`src/rtl/strip_ro_pkg.sv`:
```
package strip_ro_pkg;
    typedef enum logic [1:0] {
        CMD_ACQUIRE   = 2'b00,
        CMD_CLEAR     = 2'b01,
        CMD_READ      = 2'b10,
        CMD_CONFIGURE = 2'b11
    } ro_cmd_e;

    typedef enum logic [1:0] {
        RO_WAIT = 2'b00,
        RO_SEND = 2'b01,
        RO_PASS = 2'b10
    } ro_state_e;
endpackage

```
`src/rtl/therm_encoder.sv`:
```
module therm_encoder #(
    parameter int LEVELS = 7,
    parameter int AMP_W  = $clog2(LEVELS + 1)
) (
    input  logic [LEVELS-1:0] therm,
    output logic [AMP_W-1:0]  amp
);
    logic             run;
    logic [AMP_W-1:0] cnt;

    // Count the unbroken run of ones from the lowest comparator.
    always_comb begin
        run = 1'b1;
        cnt = '0;
        for (int i = 0; i < LEVELS; i++) begin
            if (run && therm[i]) begin
                cnt = cnt + AMP_W'(1);
            end else begin
                run = 1'b0;
            end
        end
        amp = cnt;
    end
endmodule

```
`src/rtl/mask_chain.sv`:
```
module mask_chain #(
    parameter int N_CHAN = 8
) (
    input  logic              clk,
    input  logic              rst_n,
    input  logic              shift_en,
    input  logic              bit_in,
    output logic [N_CHAN-1:0] kill_mask,
    output logic [N_CHAN-1:0] inject_mask
);
    localparam int CHAIN_LEN = 2 * N_CHAN;

    logic [CHAIN_LEN-1:0] chain;

    // New bits enter at the top, so the first bit ends at position 0.
    always_ff @(posedge clk or negedge rst_n) begin
        if (!rst_n) begin
            chain <= '0;
        end else if (shift_en) begin
            chain <= {bit_in, chain[CHAIN_LEN-1:1]};
        end
    end

    assign kill_mask   = chain[N_CHAN-1:0];
    assign inject_mask = chain[CHAIN_LEN-1:N_CHAN];
endmodule

```
`src/rtl/hit_store.sv`:
```
module hit_store #(
    parameter int N_CHAN = 8,
    parameter int AMP_W  = 3,
    parameter int ROW_W  = $clog2(N_CHAN)
) (
    input  logic                     clk,
    input  logic                     rst_n,
    input  logic                     flush,
    input  logic                     capture,
    input  logic [N_CHAN-1:0]        hit_eff,
    input  logic [N_CHAN*AMP_W-1:0]  amp_in,
    input  logic                     pop,
    output logic                     sel_valid,
    output logic [ROW_W-1:0]         sel_row,
    output logic [AMP_W-1:0]         sel_amp
);
    logic [N_CHAN-1:0] pending;
    logic [AMP_W-1:0]  amp_q [N_CHAN];

    for (genvar c = 0; c < N_CHAN; c++) begin : g_chan
        logic popped;
        assign popped = pop && (sel_row == ROW_W'(c));

        always_ff @(posedge clk or negedge rst_n) begin
            if (!rst_n) begin
                pending[c] <= 1'b0;
                amp_q[c]   <= '0;
            end else if (flush) begin
                pending[c] <= 1'b0;
            end else if (popped) begin
                pending[c] <= 1'b0;
            end else if (capture && hit_eff[c] && !pending[c]) begin
                pending[c] <= 1'b1;
                amp_q[c]   <= amp_in[c*AMP_W +: AMP_W];
            end
        end
    end

    // Lowest pending row wins.
    always_comb begin
        sel_valid = 1'b0;
        sel_row   = '0;
        for (int i = N_CHAN - 1; i >= 0; i--) begin
            if (pending[i]) begin
                sel_valid = 1'b1;
                sel_row   = ROW_W'(i);
            end
        end
        sel_amp = amp_q[sel_row];
    end
endmodule

```
`src/rtl/readout_fsm.sv`:
```
module readout_fsm
    import strip_ro_pkg::*;
#(
    parameter int ROW_W = 3,
    parameter int AMP_W = 3
) (
    input  logic             clk,
    input  logic             rst_n,
    input  logic             cmd_clear,
    input  logic             cmd_read,
    input  logic             tok_in,
    input  logic             tok_rst,
    input  logic             rd_rst,
    input  logic             sel_valid,
    input  logic [ROW_W-1:0] sel_row,
    input  logic [AMP_W-1:0] sel_amp,
    output logic             pop,
    output logic             word_valid,
    output logic [ROW_W-1:0] word_row,
    output logic [AMP_W-1:0] word_amp,
    output logic             tok_out
);
    ro_state_e state, state_nxt;

    always_ff @(posedge clk or negedge rst_n) begin
        if (!rst_n) begin
            state <= RO_WAIT;
        end else begin
            state <= state_nxt;
        end
    end

    always_comb begin
        state_nxt = state;
        if (cmd_clear || tok_rst) begin
            state_nxt = RO_WAIT;
        end else begin
            unique case (state)
                RO_WAIT: if (cmd_read && tok_in) state_nxt = sel_valid ? RO_SEND : RO_PASS;
                RO_SEND: if (cmd_read && !sel_valid) state_nxt = RO_PASS;
                RO_PASS: state_nxt = RO_PASS;
                default: state_nxt = RO_WAIT;
            endcase
        end
    end

    assign pop = (state == RO_SEND) && cmd_read && sel_valid && !rd_rst && !tok_rst;

    always_ff @(posedge clk or negedge rst_n) begin
        if (!rst_n) begin
            word_valid <= 1'b0;
            word_row   <= '0;
            word_amp   <= '0;
        end else begin
            word_valid <= pop;
            if (pop) begin
                word_row <= sel_row;
                word_amp <= sel_amp;
            end
        end
    end

    always_comb begin
        tok_out = (state == RO_PASS);
    end
endmodule

```
`src/rtl/strip_readout_ctrl.sv`:
```
module strip_readout_ctrl
    import strip_ro_pkg::*;
#(
    parameter int N_CHAN  = 8,
    parameter int N_LEVEL = 7
) (
    input  logic                              clk,
    input  logic                              rst_n,
    input  logic [1:0]                        cmd,
    input  logic                              cfg_bit,
    input  logic [N_CHAN-1:0]                 hit_in,
    input  logic [N_CHAN*N_LEVEL-1:0]         therm_in,
    input  logic                              tok_in,
    input  logic                              tok_rst,
    input  logic                              rd_rst,
    output logic                              word_valid,
    output logic [$clog2(N_CHAN)-1:0]         word_row,
    output logic [$clog2(N_LEVEL+1)-1:0]      word_amp,
    output logic                              tok_out
);
    localparam int ROW_W = $clog2(N_CHAN);
    localparam int AMP_W = $clog2(N_LEVEL + 1);

    logic cmd_acquire, cmd_clear, cmd_read, cmd_config;

    always_comb begin
        cmd_acquire = 1'b0;
        cmd_clear   = 1'b0;
        cmd_read    = 1'b0;
        cmd_config  = 1'b0;
        unique case (ro_cmd_e'(cmd))
            CMD_ACQUIRE:   cmd_acquire = 1'b1;
            CMD_CLEAR:     cmd_clear   = 1'b1;
            CMD_READ:      cmd_read    = 1'b1;
            CMD_CONFIGURE: cmd_config  = 1'b1;
            default:       cmd_acquire = 1'b0;
        endcase
    end

    logic [N_CHAN-1:0] kill_mask, inject_mask;

    mask_chain #(.N_CHAN(N_CHAN)) u_masks (
        .clk         (clk),
        .rst_n       (rst_n),
        .shift_en    (cmd_config),
        .bit_in      (cfg_bit),
        .kill_mask   (kill_mask),
        .inject_mask (inject_mask)
    );

    logic [N_CHAN-1:0]       hit_eff;
    logic [N_CHAN*AMP_W-1:0] amp_sel;

    for (genvar c = 0; c < N_CHAN; c++) begin : g_front
        logic [AMP_W-1:0] enc_amp;

        therm_encoder #(.LEVELS(N_LEVEL), .AMP_W(AMP_W)) u_enc (
            .therm (therm_in[c*N_LEVEL +: N_LEVEL]),
            .amp   (enc_amp)
        );

        assign hit_eff[c] = !kill_mask[c] && (hit_in[c] || inject_mask[c]);
        assign amp_sel[c*AMP_W +: AMP_W] = inject_mask[c] ? AMP_W'(N_LEVEL) : enc_amp;
    end

    logic             sel_valid, pop;
    logic [ROW_W-1:0] sel_row;
    logic [AMP_W-1:0] sel_amp;

    hit_store #(.N_CHAN(N_CHAN), .AMP_W(AMP_W), .ROW_W(ROW_W)) u_store (
        .clk       (clk),
        .rst_n     (rst_n),
        .flush     (cmd_clear || rd_rst),
        .capture   (cmd_acquire),
        .hit_eff   (hit_eff),
        .amp_in    (amp_sel),
        .pop       (pop),
        .sel_valid (sel_valid),
        .sel_row   (sel_row),
        .sel_amp   (sel_amp)
    );

    readout_fsm #(.ROW_W(ROW_W), .AMP_W(AMP_W)) u_fsm (
        .clk        (clk),
        .rst_n      (rst_n),
        .cmd_clear  (cmd_clear),
        .cmd_read   (cmd_read),
        .tok_in     (tok_in),
        .tok_rst    (tok_rst),
        .rd_rst     (rd_rst),
        .sel_valid  (sel_valid),
        .sel_row    (sel_row),
        .sel_amp    (sel_amp),
        .pop        (pop),
        .word_valid (word_valid),
        .word_row   (word_row),
        .word_amp   (word_amp),
        .tok_out    (tok_out)
    );
endmodule

```
`config.mk`:
```
export PLATFORM = sky130hd
export DESIGN_NAME = strip_readout_ctrl
export DESIGN_NICKNAME = d
export VERILOG_FILES = /design/src/rtl/strip_ro_pkg.sv /design/src/rtl/therm_encoder.sv /design/src/rtl/mask_chain.sv /design/src/rtl/hit_store.sv /design/src/rtl/readout_fsm.sv /design/src/rtl/strip_readout_ctrl.sv
export SDC_FILE = /design/constraint.sdc
export NUM_CORES = 1
export LEC_CHECK = 0
export BUFFER_PORTS_ARGS = -buffer_cell sky130_fd_sc_hd__buf_2
export CAP_MARGIN = 25
export CORE_ASPECT_RATIO = 1.1
export CORE_UTILIZATION = 30
export CTS_CLUSTER_DIAMETER = 50
export DETAILED_ROUTE_END_ITERATION = 6
export GPL_TIMING_DRIVEN = 0
export PLACE_DENSITY = 0.48
export SYNTH_ARGS = -nofsm -noshare
export SYNTH_HDL_FRONTEND = slang
export SYNTH_SLANG_ARGS = --single-unit
export TNS_END_PERCENT = 20
```
`constraint.sdc`:
```
create_clock -name clk -period 2.25 [get_ports clk]
set_input_delay 0.45 -clock clk [delete_from_list [all_inputs] [get_ports clk]]
set_output_delay 0.45 -clock clk [all_outputs]
set_load 0.1 [all_outputs]
```
# Yosys cells after proc, flatten, opt, wreduce, memory -nomap -nowiden
# Index checks and enable logic that the tools add are counted.
dict set report op_classes {
  add_sub_neg 48
  n_lt_le_gt_ge 1
  n_eq_ne 14
  muxes 164
  bitwise_logic 10
  reduce_logical 135
}
# operator n
set ops {}
lappend ops {{$mux 3} 66}
lappend ops {{$add 3x1->3 const B} 40}
lappend ops {{$mux 1} 92}
lappend ops {{$logic_and 1x1->1} 86}
lappend ops {{$reduce_and 3->1} 8}
lappend ops {{$reduce_bool 3->1} 8}
lappend ops {{$logic_not 1->1} 19}
lappend ops {{$add 1x1->2 const B} 8}
lappend ops {{$eq 3x3->1 const B} 4}
lappend ops {{$logic_or 1x1->1} 10}
lappend ops {{$bmux 3 s3} 1}
lappend ops {{$not 1->1} 9}
lappend ops {{$mux 2} 4}
lappend ops {{$eq 2x2->1 const B} 3}
lappend ops {{$eq 3x2->1 const B} 2}
lappend ops {{$ne 3x1->1 const B} 2}
lappend ops {{$pmux 2 s3} 1}
lappend ops {{$eq 2x1->1 const B} 2}
lappend ops {{$ge 4x4->1 const B} 1}
lappend ops {{$logic_not 2->1} 2}
lappend ops {{$not 3->4} 1}
lappend ops {{$eq 3x1->1 const B} 1}
lappend ops {{$logic_not 3->1} 1}
lappend ops {{$reduce_and 2->1} 1}
dict set report totals {
  regBits 57
  in_bits 72
  out_inout_bits 8
  wordCells 393
}

# Longest topological paths before layout
dict set report depth {
  word_depth 14
  mapped_depth 17
  depth_no_buf 17
}

# By module
# Synthesis repeated with hierarchy kept, for this count alone.
dict set report hier_totals {
  cells_unflattened 629
  hier_area_um2 5615.4
}
# mod instances cells_each area_per_inst_um2 seq_area_each_um2
set by_module_without_submodules {}
lappend by_module_without_submodules {therm_encoder 8 43 301.5 0.0}
lappend by_module_without_submodules {hit_store 1 170 1863.0 800.8}
lappend by_module_without_submodules {mask_chain 1 34 649.4 400.4}
lappend by_module_without_submodules {readout_fsm 1 36 444.2 225.2}
lappend by_module_without_submodules {strip_readout_ctrl 1 45 246.5 0.0}

# Worst setup path after synthesis
# Ideal clock, no wire load.
dict set report synth_timing {
  path_kind {input to register}
  from {input port therm_in[37]}
  to {register u_store.amp_q[8] in the netlist's numbering}
  setup_ns 0.083
  arrival_time_ns 3.302
  required_ns 2.167
  setup_slack_ns -1.135
  cell_stages 15
  n_path_buf 0
  cell_sequence {inv_1 > a21oi_1 > ha_1 > o31a_1 > ha_1 > mux2i_1 > a31oi_1 > ha_1 > mux2_2 > ha_1 > and3b_1 > o21ai_0 > mux2_2 > xor2_1 > o21ai_0}
}
dict set report synth_between {
  elab_chain_len 11
  word_cells_on_any_way 19
  classes_between {add/sub: 4; mux: 10; reduce/logical: 5}
}
# item line
set synth_lines {}
lappend synth_lines {{start, declared} strip_readout_ctrl.sv:12} ;# input logic [N_CHAN*N_LEVEL-1:0] therm_in,
lappend synth_lines {{$logic_and 1x1->1 *} therm_encoder.sv:16} ;# if (run && therm[i]) begin
lappend synth_lines {{$mux 3 or $mux 1 (tied branches)} therm_encoder.sv:16}
lappend synth_lines {{$add 3x1->3 or $logic_and 1x1->1 (tied branches)} {therm_encoder.sv:17, therm_encoder.sv:16}}
lappend synth_lines {{$mux 3 or $mux 1 (tied branches)} therm_encoder.sv:16}
lappend synth_lines {{$add 3x1->3 or $logic_and 1x1->1 (tied branches)} {therm_encoder.sv:17, therm_encoder.sv:16}}
lappend synth_lines {{$mux 3 or $mux 1 (tied branches)} therm_encoder.sv:16}
lappend synth_lines {{$add 3x1->3 or $logic_and 1x1->1 (tied branches)} {therm_encoder.sv:17, therm_encoder.sv:16}}
lappend synth_lines {{$mux 3 or $mux 1 (tied branches)} therm_encoder.sv:16}
lappend synth_lines {{$add 3x1->3 or $logic_and 1x1->1 (tied branches)} {therm_encoder.sv:17, therm_encoder.sv:16}}
lappend synth_lines {{$mux 3 *} therm_encoder.sv:16}
lappend synth_lines {{$mux 3 *} strip_readout_ctrl.sv:63} ;# assign amp_sel[c*AMP_W +: AMP_W] = inject_mask[c] ? AMP_W'(N_LEVEL) : enc_amp;
lappend synth_lines {{end signal, assigned by index} hit_store.sv:34} ;# amp_q[c] <= amp_in[c*AMP_W +: AMP_W];
lappend synth_lines {{end, declared} hit_store.sv:18} ;# logic [AMP_W-1:0] amp_q [N_CHAN];
# Mark *: on every way between the ends. The rest lies on a longest branch, timed or not.
# A chain may end at the register's enable or synchronous reset.

# Worst setup path after layout
dict set report layout_timing {
  from {input port therm_in[23]}
  to {register u_store.amp_q[14] in the netlist's numbering}
}
# Same word-level chain as after synthesis.

==> results.md <==
* Core area at 14450 um^2
* Nets at 712
* Maximum vdd drop at 0.0003837 V
* GR Util All Layers at 15.74%
* CTS Buf Count at 9
* Leakage at 2.717 nW
* DR vias at 4121
* Drt wl/cell at 14.57 um
* CP Cell Sequence: buf_6, inv_4, a21oi_4, ha_4, o31a_1, ha_1, mux2i_1, a31oi_1, ha_1, mux2_4, ha_4, and3b_1, o21ai_2, mux2i_1, mux2_2, nand3_1
* Post-route DRC at 0
* Fillers at 1447
* DR pass1 iterations at 4
* Crit path max fanout at 5
* Async SR Flop Fraction at 100.0%
* I/O Pins at 80
* Mapped cell area at 4459 um^2
* Failing checks: negative setup slack
* Skew final at 0.006001 ns
* Master of the slowest instance on the critical path: mux2_2
* Die X at 118.2 um
* Number of antenna-violating nets in the routed design at 0
* Power, Total at 4.886 mW
* RSZ-0062 raised after global routing: yes
* Top cells by area, synth: dfrtp_1 32%, ha_1 9.3%, mux2_2 8.8%
* FF-to-FF Start: u_store.pending[2]
* Die area at 15360 um^2
* Register area share after synthesis at 31.99%
* Syn_area_per_cell at 8.901 um^2
* Initial antenna violation count at 0
* Synth top area share at 31.99%
* Remaining Overflow, GRT at 0
* Worst path required time at 2.51 ns
* CTS clk-pin slew, worst paths at 0.05 ns
* Die Span Y at 129.9 um
* Crit path time final at 3.174 ns
* # setup viols final at 15
* Iteration-0 DRC Markers at 189
* Port buffer count at 78
* Endpoint class of the critical path: flop
* Pwr Density at 812.9 nW/um^2
* Skew-Pair Late Insertion Delay at 0.33 ns
* Layout cell share with drive strength beyond 1 at 35.29%
* Number of synthesized flops with an enable pin at 0
* First-pass GRT wire length at 19440 um
* YS warnings at 0
* Synthesized flop and latch total at 57
* Root Buffer: clkbuf_16
* Routed WL at 11710 um
* Multi-input gate area at 3154 um^2
* Post-DP HPWL at 8889 um
* Fin crit share at 141.0%
* H-Tree Depth at 3
* Gpl congestion at 0.8126
* Worst rel slew slack at 43.92%
* Worst path max stage delay at 0.35 ns
* Hold-fix buffers, CTS at 0
* Largest net degree at the start of global routing at 36
* Kind of cell adding the most delay to the critical path: multiplexers
* Critical Path AT at 3.43 ns
* Crit Path Class: in -> reg
* Critical Path Start: therm_in[23]
* Outcome: complete, but fails checks
* Sequential standard cell area at 1426 um^2
* Min-Delay Path Class: in -> async
* Vias in the first global route at 4136
* Diodes inserted at 0
* Vias/cell at 5.126
* Initial Util at 30.87%
* Syn_nets at 606
* Cells after Synth at 501
* Cell Count, Final, Fillers Out at 804
* Critical Path Start Type: input port
* Predominant post-synthesis flop cell: dfrtp_1
* Num rows at 46
* Synth area leader: dfrtp_1
* Hold Violations, Final at 0
* WP buf/inv at 2
* Max Clock Freq at 0.3151 GHz
* TritonCTS clock tree: yes
* Clock Sinks at 57
* Slew @ Worst Pin at 0.8341 ns
* Post-synth cell types at 57
* CTS max path bufs at 2
* Area delta synth->final at 34.79%
* Worst setup margin at -0.9235 ns
* Dpl cells at 772
* Max Transition Viols Final at 0
* Max_cap viols at 0
-- sequential cells by signal, summed over array words and instances, names as in the netlist --
register / count
u_store.amp_q: 24
u_masks.chain: 16
u_store.pending: 8
u_fsm.word_amp: 3
u_fsm.word_row: 3
u_fsm.state: 2
u_fsm.word_valid: 1
-- kinds of logic (layout without fill, tap and decap cells) --
kind of cell    Yosys count  in the layout  synth area share, %
compound gates          128            128                18.74
xor+xnor                  8              8                1.571
fa+ha+maj                33             33                9.259
buf+inv                  55            166                4.966
flops                    57             57                31.99
mux                      52             52                12.65
simple gates            168            168                20.82
-- Yosys cell counts (3+ instances only) --
| cell | n |
|---|---|
| nand4_1 | 7 |
| and4_1 | 4 |
| mux2i_1 | 17 |
| inv_1 | 47 |
| mux2_2 | 35 |
| o31a_1 | 8 |
| nor2b_1 | 7 |
| xor2_1 | 4 |
| nand2b_1 | 9 |
| a221oi_1 | 3 |
| a31oi_1 | 6 |
| a211oi_1 | 18 |
| nor3_1 | 9 |
| nor2_1 | 32 |
| or3_1 | 8 |
| a21boi_0 | 5 |
| nand3_1 | 5 |
| nand2_1 | 51 |
| ha_1 | 33 |
| o211ai_1 | 4 |
| a21oi_1 | 33 |
| clkbuf_1 | 6 |
| xnor2_1 | 4 |
| a22oi_1 | 4 |
| and3_1 | 6 |
| and3b_1 | 5 |
| and2_1 | 5 |
| o31ai_1 | 4 |
| dfrtp_1 | 57 |
| o21ai_0 | 27 |
-- stage by stage --
stage / hold slack, ns / setup TNS [ns] / util (%) / instance area, um^2 / setup slack, ns
2_1_floorplan: 0.1544 / -10.06 / - / 4478 / -0.9818
3_3_place_gp: 0.4662 / -14.62 / 35.36 / 5109 / -1.381
3_5_place_dp: 0.4698 / -15.59 / 35.50 / 5129 / -1.413
4_1_cts: 0.1413 / -8.196 / 40.24 / 5813 / -0.9299
5_1_grt: 0.1678 / -9.708 / 41.61 / 6011 / -1.044
6_report: 0.1266 / -7.728 / 41.61 / 6011 / -0.9235
-- layout make-up --
type	instances	area share, %
flip-flops and latches	57	23.73
multi-input cells	389	52.48
repair buffers	95	10.30
inverters	47	3.226
clock buffers	12	4.267
well taps	192	3.997
clock inverters	4	1.249
plain buffers	8	0.7494
-- layout by cell type, fill, tap and decap left out, types with 5 or more instances in the layout --
cell type / Yosys / layout
buf_2: 0 / 64
o31a_1: 8 / 8
ha_4: 0 / 10
nand4_1: 7 / 7
mux2_2: 35 / 24
a21oi_1: 33 / 27
inv_2: 0 / 10
nand2_2: 0 / 5
o21ai_0: 27 / 18
dfrtp_1: 57 / 57
clkbuf_1: 6 / 7
a21oi_4: 0 / 5
ha_1: 33 / 20
buf_4: 0 / 21
clkbuf_16: 0 / 9
or3_1: 8 / 8
nor2_1: 32 / 31
o21ai_2: 0 / 5
nor3_1: 9 / 9
mux2_4: 0 / 11
o21ai_1: 2 / 5
and3b_1: 5 / 5
nor2b_1: 7 / 7
and3_1: 6 / 6
inv_4: 0 / 7
nand2_1: 51 / 44
a211oi_1: 18 / 15
nand2b_1: 9 / 9
buf_6: 2 / 7
mux2i_1: 17 / 17
inv_1: 47 / 30
-- worst paths after layout --
| check | end | slack [ns] | depth (start not counted) |
|---|---|---|---|
| max in group asynchronous | u_masks.chain[13] | 1.54 | 2 |
| min in group clk | u_masks.chain[15] | 0.35 | 2 |
| max reg2reg | u_fsm.word_amp[2] | -0.02 | 7 |
| min reg2reg | u_store.amp_q[1] | 0.48 | 2 |
| min | u_store.amp_q[20] | 0.13 | 1 |
| max | u_store.amp_q[14] | -0.92 | 16 |
-- routing by layer --
layer	track usage (%)	routed length [um]
met2	29.31	5970
met4	4.223	216
met3	3.497	469
met1	18.20	5054
met5	0	0
-- where the power goes --
part / internal (mW) / total (mW) / switching [mW]
registers: 1.42 / 1.77 / 0.349
logic: 0.687 / 1.61 / 0.928
clock network: 1.03 / 1.50 / 0.474
total: 3.13 / 4.89 / 1.75
-- timing repair --
item | in CTS | in global routing
setup buffers | 10 | 6
resized for setup | 76 | 40
setup endpoints to repair | 16 | 17
pin swaps | 40 | 21
Note: power is estimated with default switching activity, not from simulation.
